File: src/rtl/wnb_pkg.sv
// Shared types for the wide-to-narrow converter.
// Assumes a 32-bit host word made of two 16-bit halves.
package wnb_pkg;
    localparam int HOST_W = 32;
    localparam int HALF_W = HOST_W / 2;
    localparam int LANES  = HOST_W / 8;

    typedef enum logic [1:0] {
        ST_IDLE = 2'd0,
        ST_CYC1 = 2'd1,
        ST_CYC2 = 2'd2,
        ST_DONE = 2'd3
    } seq_state_t;
endpackage

File: src/rtl/wnb_lane_swap.sv
// Lane permutation for a four-lane word.
// Word swap exchanges the two halves; byte swap exchanges the lanes inside each half.
// Both are self-inverse, so one instance serves the write and read directions.
// LANE_W = 8 for data and 1 for byte enables.
module wnb_lane_swap #(
    parameter int LANE_W = 8
) (
    input  logic                byte_swap,
    input  logic                word_swap,
    input  logic [4*LANE_W-1:0] din,
    output logic [4*LANE_W-1:0] dout
);
    localparam int PAIR_W = 2 * LANE_W;

    logic [4*LANE_W-1:0] halves;

    // Halfword exchange stage.
    assign halves = word_swap ? {din[PAIR_W-1:0], din[4*LANE_W-1:PAIR_W]} : din;

    // Byte exchange stage, one copy per half.
    generate
        for (genvar h = 0; h < 2; h++) begin : g_half
            assign dout[h*PAIR_W +: LANE_W] = byte_swap ?
                halves[h*PAIR_W+LANE_W +: LANE_W] : halves[h*PAIR_W +: LANE_W];
            assign dout[h*PAIR_W+LANE_W +: LANE_W] = byte_swap ?
                halves[h*PAIR_W +: LANE_W] : halves[h*PAIR_W+LANE_W +: LANE_W];
        end
    endgenerate
endmodule

File: src/rtl/wnb_seq.sv
// Access sequencer: idle, first cycle, optional second cycle, host completion.
// Assumes per_ack is a one-cycle pulse that ends the current peripheral cycle.
module wnb_seq
    import wnb_pkg::*;
(
    input  logic       clk,
    input  logic       rst_n,
    input  logic       start,
    input  logic       split,
    input  logic       per_ack,
    output seq_state_t state
);
    seq_state_t nxt;

    // Next-state selection.
    always_comb begin
        nxt = state;
        unique case (state)
            ST_IDLE: if (start)   nxt = ST_CYC1;
            ST_CYC1: if (per_ack) nxt = split ? ST_CYC2 : ST_DONE;
            ST_CYC2: if (per_ack) nxt = ST_DONE;
            ST_DONE:              nxt = ST_IDLE;
            default:              nxt = ST_IDLE;
        endcase
    end

    // State register.
    always_ff @(posedge clk) begin
        if (!rst_n) state <= ST_IDLE;
        else        state <= nxt;
    end
endmodule

File: src/rtl/wnb_rd_assy.sv
// Read data assembly: collects a full word, or a low and then a high halfword.
// Assumes the capture strobes are mutually exclusive.
module wnb_rd_assy #(
    parameter int WORD_W = 32
) (
    input  logic              clk,
    input  logic              rst_n,
    input  logic              clear,
    input  logic              cap_full,
    input  logic              cap_lo,
    input  logic              cap_hi,
    input  logic [WORD_W-1:0] per_rdata,
    output logic [WORD_W-1:0] word
);
    localparam int HW = WORD_W / 2;

    // Capture register for the assembled word.
    always_ff @(posedge clk) begin
        if (!rst_n || clear) begin
            word <= '0;
        end else if (cap_full) begin
            word <= per_rdata;
        end else if (cap_lo) begin
            word[HW-1:0] <= per_rdata[HW-1:0];
        end else if (cap_hi) begin
            word[WORD_W-1:HW] <= per_rdata[HW-1:0];
        end
    end
endmodule

File: src/rtl/wide_narrow_bridge.sv
// Converts single host requests into one or two peripheral cycles for one slot.
// The top long-word address bit selects the 32-bit window. In the 16-bit window,
// enables touching both halves cause a split, with the low half first.
// Assumes host_req is a one-cycle pulse; pulses arriving while busy are dropped.
module wide_narrow_bridge
    import wnb_pkg::*;
#(
    parameter int ADDR_W = 12
) (
    input  logic              clk,
    input  logic              rst_n,
    input  logic              cfg_byte_swap,
    input  logic              cfg_word_swap,
    input  logic              cfg_addr_static,
    input  logic              host_req,
    input  logic              host_we,
    input  logic [ADDR_W-3:0] host_lw_addr,
    input  logic [3:0]        host_be,
    input  logic [31:0]       host_wdata,
    output logic              host_ack,
    output logic [31:0]       host_rdata,
    output logic              per_cyc,
    output logic              per_we,
    output logic              per_wide,
    output logic [ADDR_W-2:0] per_addr,
    output logic [3:0]        per_be,
    output logic [31:0]       per_wdata,
    input  logic              per_ack,
    input  logic [31:0]       per_rdata
);
    localparam int WIN_BIT = ADDR_W - 3;
    localparam int IDX_W   = ADDR_W - 3;

    seq_state_t state;

    logic [HOST_W-1:0] sw_wdata;
    logic [LANES-1:0]  sw_be;
    logic              start;
    logic              wide_win;
    logic              split_req;
    logic              hi_req;

    logic              r_we, r_wide, r_split, r_hi, r_static, r_bsw, r_wsw;
    logic [IDX_W-1:0]  r_idx;
    logic [HOST_W-1:0] r_data;
    logic [LANES-1:0]  r_be;

    logic              in_cyc2;
    logic              data_hi;
    logic              addr_hi;
    logic [HOST_W-1:0] asm_word;
    logic [HOST_W-1:0] unswapped;

    // Host-side lane permutation of data and enables.
    wnb_lane_swap #(.LANE_W(8)) u_wr_swap (
        .byte_swap (cfg_byte_swap),
        .word_swap (cfg_word_swap),
        .din       (host_wdata),
        .dout      (sw_wdata)
    );

    wnb_lane_swap #(.LANE_W(1)) u_be_swap (
        .byte_swap (cfg_byte_swap),
        .word_swap (cfg_word_swap),
        .din       (host_be),
        .dout      (sw_be)
    );

    // Request classification: window, split, and which half a single cycle uses.
    always_comb begin
        start     = (state == ST_IDLE) && host_req;
        wide_win  = host_lw_addr[WIN_BIT];
        split_req = !wide_win && (|sw_be[1:0]) && (|sw_be[3:2]);
        hi_req    = !(|sw_be[1:0]) && (|sw_be[3:2]);
    end

    // Request latch, loaded only when the sequencer is idle.
    always_ff @(posedge clk) begin
        if (!rst_n) begin
            r_we     <= 1'b0;
            r_wide   <= 1'b0;
            r_split  <= 1'b0;
            r_hi     <= 1'b0;
            r_static <= 1'b0;
            r_bsw    <= 1'b0;
            r_wsw    <= 1'b0;
            r_idx    <= '0;
            r_data   <= '0;
            r_be     <= '0;
        end else if (start) begin
            r_we     <= host_we;
            r_wide   <= wide_win;
            r_split  <= split_req;
            r_hi     <= hi_req;
            r_static <= cfg_addr_static;
            r_bsw    <= cfg_byte_swap;
            r_wsw    <= cfg_word_swap;
            r_idx    <= host_lw_addr[IDX_W-1:0];
            r_data   <= sw_wdata;
            r_be     <= sw_be;
        end
    end

    wnb_seq u_seq (
        .clk     (clk),
        .rst_n   (rst_n),
        .start   (start),
        .split   (r_split),
        .per_ack (per_ack),
        .state   (state)
    );

    // Half selection for data and for the address of the current cycle.
    always_comb begin
        in_cyc2 = (state == ST_CYC2);
        data_hi = in_cyc2 || (!r_split && r_hi);
        addr_hi = data_hi && !(in_cyc2 && r_static);
    end

    // Peripheral-side drive.
    always_comb begin
        per_cyc  = (state == ST_CYC1) || (state == ST_CYC2);
        per_we   = r_we;
        per_wide = per_cyc && r_wide;
        if (r_wide) begin
            per_addr  = {r_idx, 2'b00};
            per_wdata = r_data;
            per_be    = r_be;
        end else begin
            per_addr  = {r_idx, addr_hi, 1'b0};
            per_wdata = {{HALF_W{1'b0}}, data_hi ? r_data[HOST_W-1:HALF_W] : r_data[HALF_W-1:0]};
            per_be    = {2'b00, data_hi ? r_be[3:2] : r_be[1:0]};
        end
    end

    wnb_rd_assy #(.WORD_W(HOST_W)) u_rd (
        .clk       (clk),
        .rst_n     (rst_n),
        .clear     (start),
        .cap_full  (per_ack && (state == ST_CYC1) && r_wide),
        .cap_lo    (per_ack && (state == ST_CYC1) && !r_wide && (r_split || !r_hi)),
        .cap_hi    (per_ack && !r_wide && (in_cyc2 || ((state == ST_CYC1) && !r_split && r_hi))),
        .per_rdata (per_rdata),
        .word      (asm_word)
    );

    // Undo the slot's lane permutation on the returned word.
    wnb_lane_swap #(.LANE_W(8)) u_rd_swap (
        .byte_swap (r_bsw),
        .word_swap (r_wsw),
        .din       (asm_word),
        .dout      (unswapped)
    );

    // Host completion.
    always_comb begin
        host_ack   = (state == ST_DONE);
        host_rdata = host_ack ? unswapped : '0;
    end
endmodule

File: config.mk
export PLATFORM = sky130hd
export DESIGN_NAME = wide_narrow_bridge
export DESIGN_NICKNAME = d
export VERILOG_FILES = /design/src/rtl/wnb_pkg.sv /design/src/rtl/wnb_lane_swap.sv /design/src/rtl/wnb_seq.sv /design/src/rtl/wnb_rd_assy.sv /design/src/rtl/wide_narrow_bridge.sv
export SDC_FILE = /design/constraint.sdc
export NUM_CORES = 1
export LEC_CHECK = 0
export ABC_AREA = 1
export BUFFER_PORTS_ARGS = -buffer_cell sky130_fd_sc_hd__buf_4
export CORE_AREA = 2 2 112 114
export DETAILED_ROUTE_END_ITERATION = 6
export DIE_AREA = 0 0 114 116
export PLACE_DENSITY = 0.8
export SYNTH_ARGS = -nofsm -noshare
export SYNTH_HDL_FRONTEND = slang
export SYNTH_SLANG_ARGS = --single-unit
File: constraint.sdc
create_clock -name clk -period 1.6 [get_ports clk]
set_input_delay 0.24 -clock clk [delete_from_list [all_inputs] [get_ports clk]]
set_output_delay 0.24 -clock clk [all_outputs]
set_load 0.05 [all_outputs]
## Word level (Yosys, flattened, before mapping)

Index checks and enable logic that the tools add are counted.
Widths: inputs -> output; s select.

- Eq/ne operators: 7
- Reductions and logical operators: 35
- Multiplexer cells: 30

Operator list:

| cell | count |
|---|---|
| $mux 32 | 5 |
| $mux 16 | 4 |
| $mux 8 | 8 |
| $logic_and 1x1->1 | 16 |
| $mux 2 | 5 |
| $mux 4 | 2 |
| $pmux 2 s4 | 1 |
| $logic_not 1->1 | 7 |
| $logic_or 1x1->1 | 5 |
| $mux 1 | 5 |
| $eq 2x2->1 const B | 2 |
| $ne 2x1->1 const B | 2 |
| $ne 2x2->1 const B | 2 |
| $reduce_bool 2->1 | 2 |
| $reduce_or 2->1 | 2 |
| $reduce_and 3->1 | 1 |
| $eq 2x1->1 const B | 1 |
| $logic_not 2->1 | 1 |
| $reduce_and 2->1 | 1 |

- Output and inout port bits: 83
- Input port bits: 86
- Bits in registers: 86
- Logic and storage cells: 85

## Depth between registers and ports, before layout

- Depth after elaboration: 8
- Mapped depth: 11
- Gate-level depth less buffers: 9

## Modules after synthesis

A second synthesis with hierarchy kept.

- Cells, all modules: 1,086
- Area total of the unflattened synthesis: 6,354.8 um^2

By module, submodules not included:

| module | sequential area each (um^2) | cells an instance | times used | area an instance (um^2) |
|---|---|---|---|---|
| wide_narrow_bridge | 1,041.0 | 419 | 1 | 2,661.3 |
| wnb_lane_swap at u_rd_swap ... | 0.0 | 208 | 2 | 945.9 |
| wnb_rd_assy | 640.6 | 196 | 1 | 1,505.2 |
| wnb_seq | 40.0 | 29 | 1 | 188.9 |
| wnb_lane_swap at u_be_swap | 0.0 | 26 | 1 | 107.6 |

## Worst setup path before layout

Ideal clock, no wire load.

- Kind: register to output
- Start point: register u_seq.state[0]
- End point: output host_rdata[11]
- Path buffers: 1
- Stages on the path, launching flop included: 5
- Setup slack: -0.610 ns
- Arrival time: 1.970 ns
- Required time: 1.360 ns
- Cell sequence: dfxtp_1 > ha_1 > clkbuf_1 > o21ai_0 > nor2_1

- Cells in the longest elaborated chain, start to end: 2

RTL lines:

| item | line | RTL |
|---|---|---|
| from (decl) | wnb_seq.sv:11 | `output seq_state_t state` |
| from (signal assigned) | wnb_seq.sv:30 | `else state <= nxt;` |
| $eq 2x2->1 | wide_narrow_bridge.sv:157 | `host_ack = (state == ST_DONE);` |
| net host_ack | wide_narrow_bridge.sv:20 | `output logic host_ack,` |
| $mux 32 | wide_narrow_bridge.sv:158 | `host_rdata = host_ack ? unswapped : '0;` |
| to (decl) | wide_narrow_bridge.sv:21 | `output logic [31:0] host_rdata,` |

The timed path passes the listed nets, and every way through them passes these cells.

## Worst setup path after layout

- Start point: register u_seq.state[0]
- End point: output per_wdata[0]

- Cells in the longest elaborated chain, start to end: 4

RTL lines:

| item | line | RTL |
|---|---|---|
| $eq 2x2->1 | wide_narrow_bridge.sv:115 | `in_cyc2 = (state == ST_CYC2);` |
| $logic_or 1x1->1 | wide_narrow_bridge.sv:116 | `data_hi = in_cyc2 \|\| (!r_split && r_hi);` |
| $mux 16 | wide_narrow_bridge.sv:131 | `per_wdata = {{HALF_W{1'b0}}, data_hi ? r_data[HOST_W-1:HALF_W] : r_data[HALF_W-1:0]};` |
| $mux 32 | wide_narrow_bridge.sv:125 | `if (r_wide) begin` |
| to (decl) | wide_narrow_bridge.sv:27 | `output logic [31:0] per_wdata,` |

No other way between the ends.

==> implementation parameters <==
Parameter                              Value

Placed design
  Worst setup slack before clock tree synthesis    -0.1529 ns
  HPWL after DPL    12770 microns
  Post-Place Cell Area    7478 sq um
  Count of buffers from port buffering    167
  Placed cell count    1215
  Weighted congestion at the end of routability-driven global placement    0.9590

Timing
  Setup repair after global routing missed its margin    yes
  Final number of hold-violating endpoints    0
  Worst Clk Skew    0.01271 ns
  Final count of pins violating max slew    0
  Max transition margin    55.47%
  Post-route setup slack    -0.4667 ns
  Measured slew at the worst slew-check pin    0.6609 ns
  Setup violation total in the final timing report    138
  Fraction of the cycle the final worst path needs    129.2%
  Max Clock Freq    483.9 MHz
  Final worst path period need    2.067 ns
  Worst hold slack    0.09231 ns

Routing
  Initial detailed-routing violation count    1009
  Count of nets left with antenna violations after detail routing    0
  Total routed wirelength    29670 microns
  # DRC    0
  Via-to-Cell Ratio    6.238
  Wirelength per Cell    23.02 microns
  Via count of the routed design    8041
  Pre-antenna DRT Iters    6

Finish
  Final #Nets    1228
  Commonest cells after routing, fill and taps aside    sky130_fd_sc_hd__nand2_1 (228), sky130_fd_sc_hd__buf_4 (145), sky130_fd_sc_hd__inv_1 (105)
  Final cell utilization of the core    85.57%
  Post-layout instance area    10190 sq um
  Layout cell share with drive strength beyond 1    49.21%
  Diodes inserted    0
  Final Instance Count excl. Fillers    1289
  Syn-to-layout area delta    82.97%
  Most frequent standard cell in the layout excluding fill and tap cells    sky130_fd_sc_hd__nand2_1

Critical path
  CP Cell Sequence    inv_2 -> ha_4 -> inv_4 -> nand2_4 -> nand2_8 -> buf_8 -> mux2_4 -> buf_6
  Maximum cell stage delay along the critical path    0.35 ns
  Path type of the worst setup path    register to output port
  CP Capture Type    output port
  CP Launch Type    register
  CP required    1.36 ns
  Data arrival time of the critical path    1.83 ns
  Max stage delay cell, worst path    sky130_fd_sc_hd__mux2_4
  Crit path max fanout    5

Clocking
  Clock root buffer    sky130_fd_sc_hd__clkbuf_16
  Number of clock sinks    86
  Skew-Pair Late Insertion Delay    0.38 ns
  Clock-pin slew on the worst setup and hold paths    0.08 ns
  TritonCTS buffer count    9
  Depth of the CTS H-tree    3
  CTS tree    yes
  Clock buffer depth    2

Power and ir drop
  Static leakage    0.005029 uW
  Maximum VDD drop    0.9723 mV
  PD cells    1312 nW/um^2

Synthesis
  Distinct cells, synth    32
  Nets in the synthesized netlist    1005
  Gate count of the mapped netlist    914
  Yosys warns    0
  Part of the Yosys area used for sequential elements    30.91%
  Average cell area after synthesis    6.094 sq um
  Count of state elements after synthesis    86
  Mapped cell area    5570 sq um

Global route
  Wire length of the first global-routing pass    36270 microns
  GRT overflow    0
  Largest net degree at the start of global routing    39
  Vias in the first global route    7223
  Antenna violations before repair    0
  Total routing usage reported by global routing    34.89%

Floorplan
  Die H    116 microns
  Initial Util    46.76%
  Floorplan core area    11910 sq um
  Total die area    13220 sq um
  Row count    40
  I/O Pins    169
  Overall die width    114 microns

Hold path
  Hold/Removal Path Class    primary input to register

Outcome
  Status    finished, violations left
  Violated checks    negative setup slack

Flow run
  Max_cap viols    0
-- synthesized netlist by cell type, drive strengths merged --
master	count	share of area, %
clkbuf	13	0.92
a31oi	2	0.22
or2	2	0.22
nor2	92	6.6
a211oi	2	0.27
nand3	51	4.9
o22ai	3	0.34
dfxtp	86	31
mux2	17	3.4
a21oi	35	3.1
ha	5	1.1
nand4	16	1.8
a22o	11	1.7
conb	1	0.067
inv	121	8.2
buf	49	5.6
o21ai	125	11
o221ai	1	0.16
nand2	282	19
-- state kept, by name (all words and copies together), names as in the netlist, 2 cells and up --
signal / flops
r_data: 32
u_rd.word: 32
r_be: 4
r_idx: 9
u_seq.state: 2
-- cell families (layout without fill, tap and decap cells) --
family	after synthesis	after routing	synth area share, %
simple gates	443	443	32.64
buf+inv	183	411	14.67
compound gates	179	179	17.16
flops	86	86	30.91
mux	17	17	3.437
fa+ha+maj	5	5	1.123
other cells	1	1	0.06732
-- stage by stage --
| step | TNS (ns) | total power, uW |
|---|---|---|
| final | -36.14 | 13370 |
| after global routing | -40.61 | 13710 |
| after CTS | -26.89 | 11940 |
| after detailed placement | -2.326 | 7598 |
| after global placement | -1.713 | 7517 |
| after floorplan | -3.388 | 6085 |
-- per-layer routing --
metal / part of all wire (%) / track usage (%)
met1: 32 / 37.99
met2: 48 / 61.47
met3: 11 / 8.787
met4: 9.0 / 20.81
met5: 0 / 0
-- critical path: cells and delay by family, from the launching register on --
family | cells | cell delay, ns
adder cells (fa/ha/maj) | 1 | 0.16
multiplexers | 1 | 0.35
AND/OR/NAND/NOR | 2 | 0.16
flip-flops | 1 | 0.34
buffers and inverters | 4 | 0.43
-- timing repair --
| action | CTS | global route |
|---|---|---|
| hold buffers | 0 | 0 |
| pin swaps | 29 | 51 |
| gates resized for setup | 295 | 202 |
| gates cloned | 17 | 8 |
| endpoints found under the setup margin | 91 | 157 |
| buffers inserted | 35 | 17 |
-- where the power goes --
| part | internal, uW | leakage, uW | total [uW] | switching (uW) |
|---|---|---|---|---|
| sequential | 2510 | 0.000703 | 2840 | 333 |
| clock | 1100 | 0.000145 | 2210 | 1120 |
| combinational | 3540 | 0.00418 | 8310 | 4780 |
-- area by class of cell --
type	count	area, sq um
clock buffer	9	225.2
clock inverter	7	67.56
fill	523	1719
inverter	121	479.2
multi-input combinational	645	4389
sequential	86	1729
tap	147	183.9
timing repair buffer	273	3109
timing repair inverter	1	8.758
-- path summary, 6_finish.rpt --
path	to	slack, ns	cells past startpoint	start
min reg2reg	r_idx[0]	0.48	1	r_idx[0]
max reg2reg	r_data[31]	-0.38	12	u_seq.state[1]
min	r_idx[4]	0.09	2	host_lw_addr[4]
max	per_wdata[0]	-0.47	8	u_seq.state[0]
No activity file was read; power rests on OpenSTA's default activity.
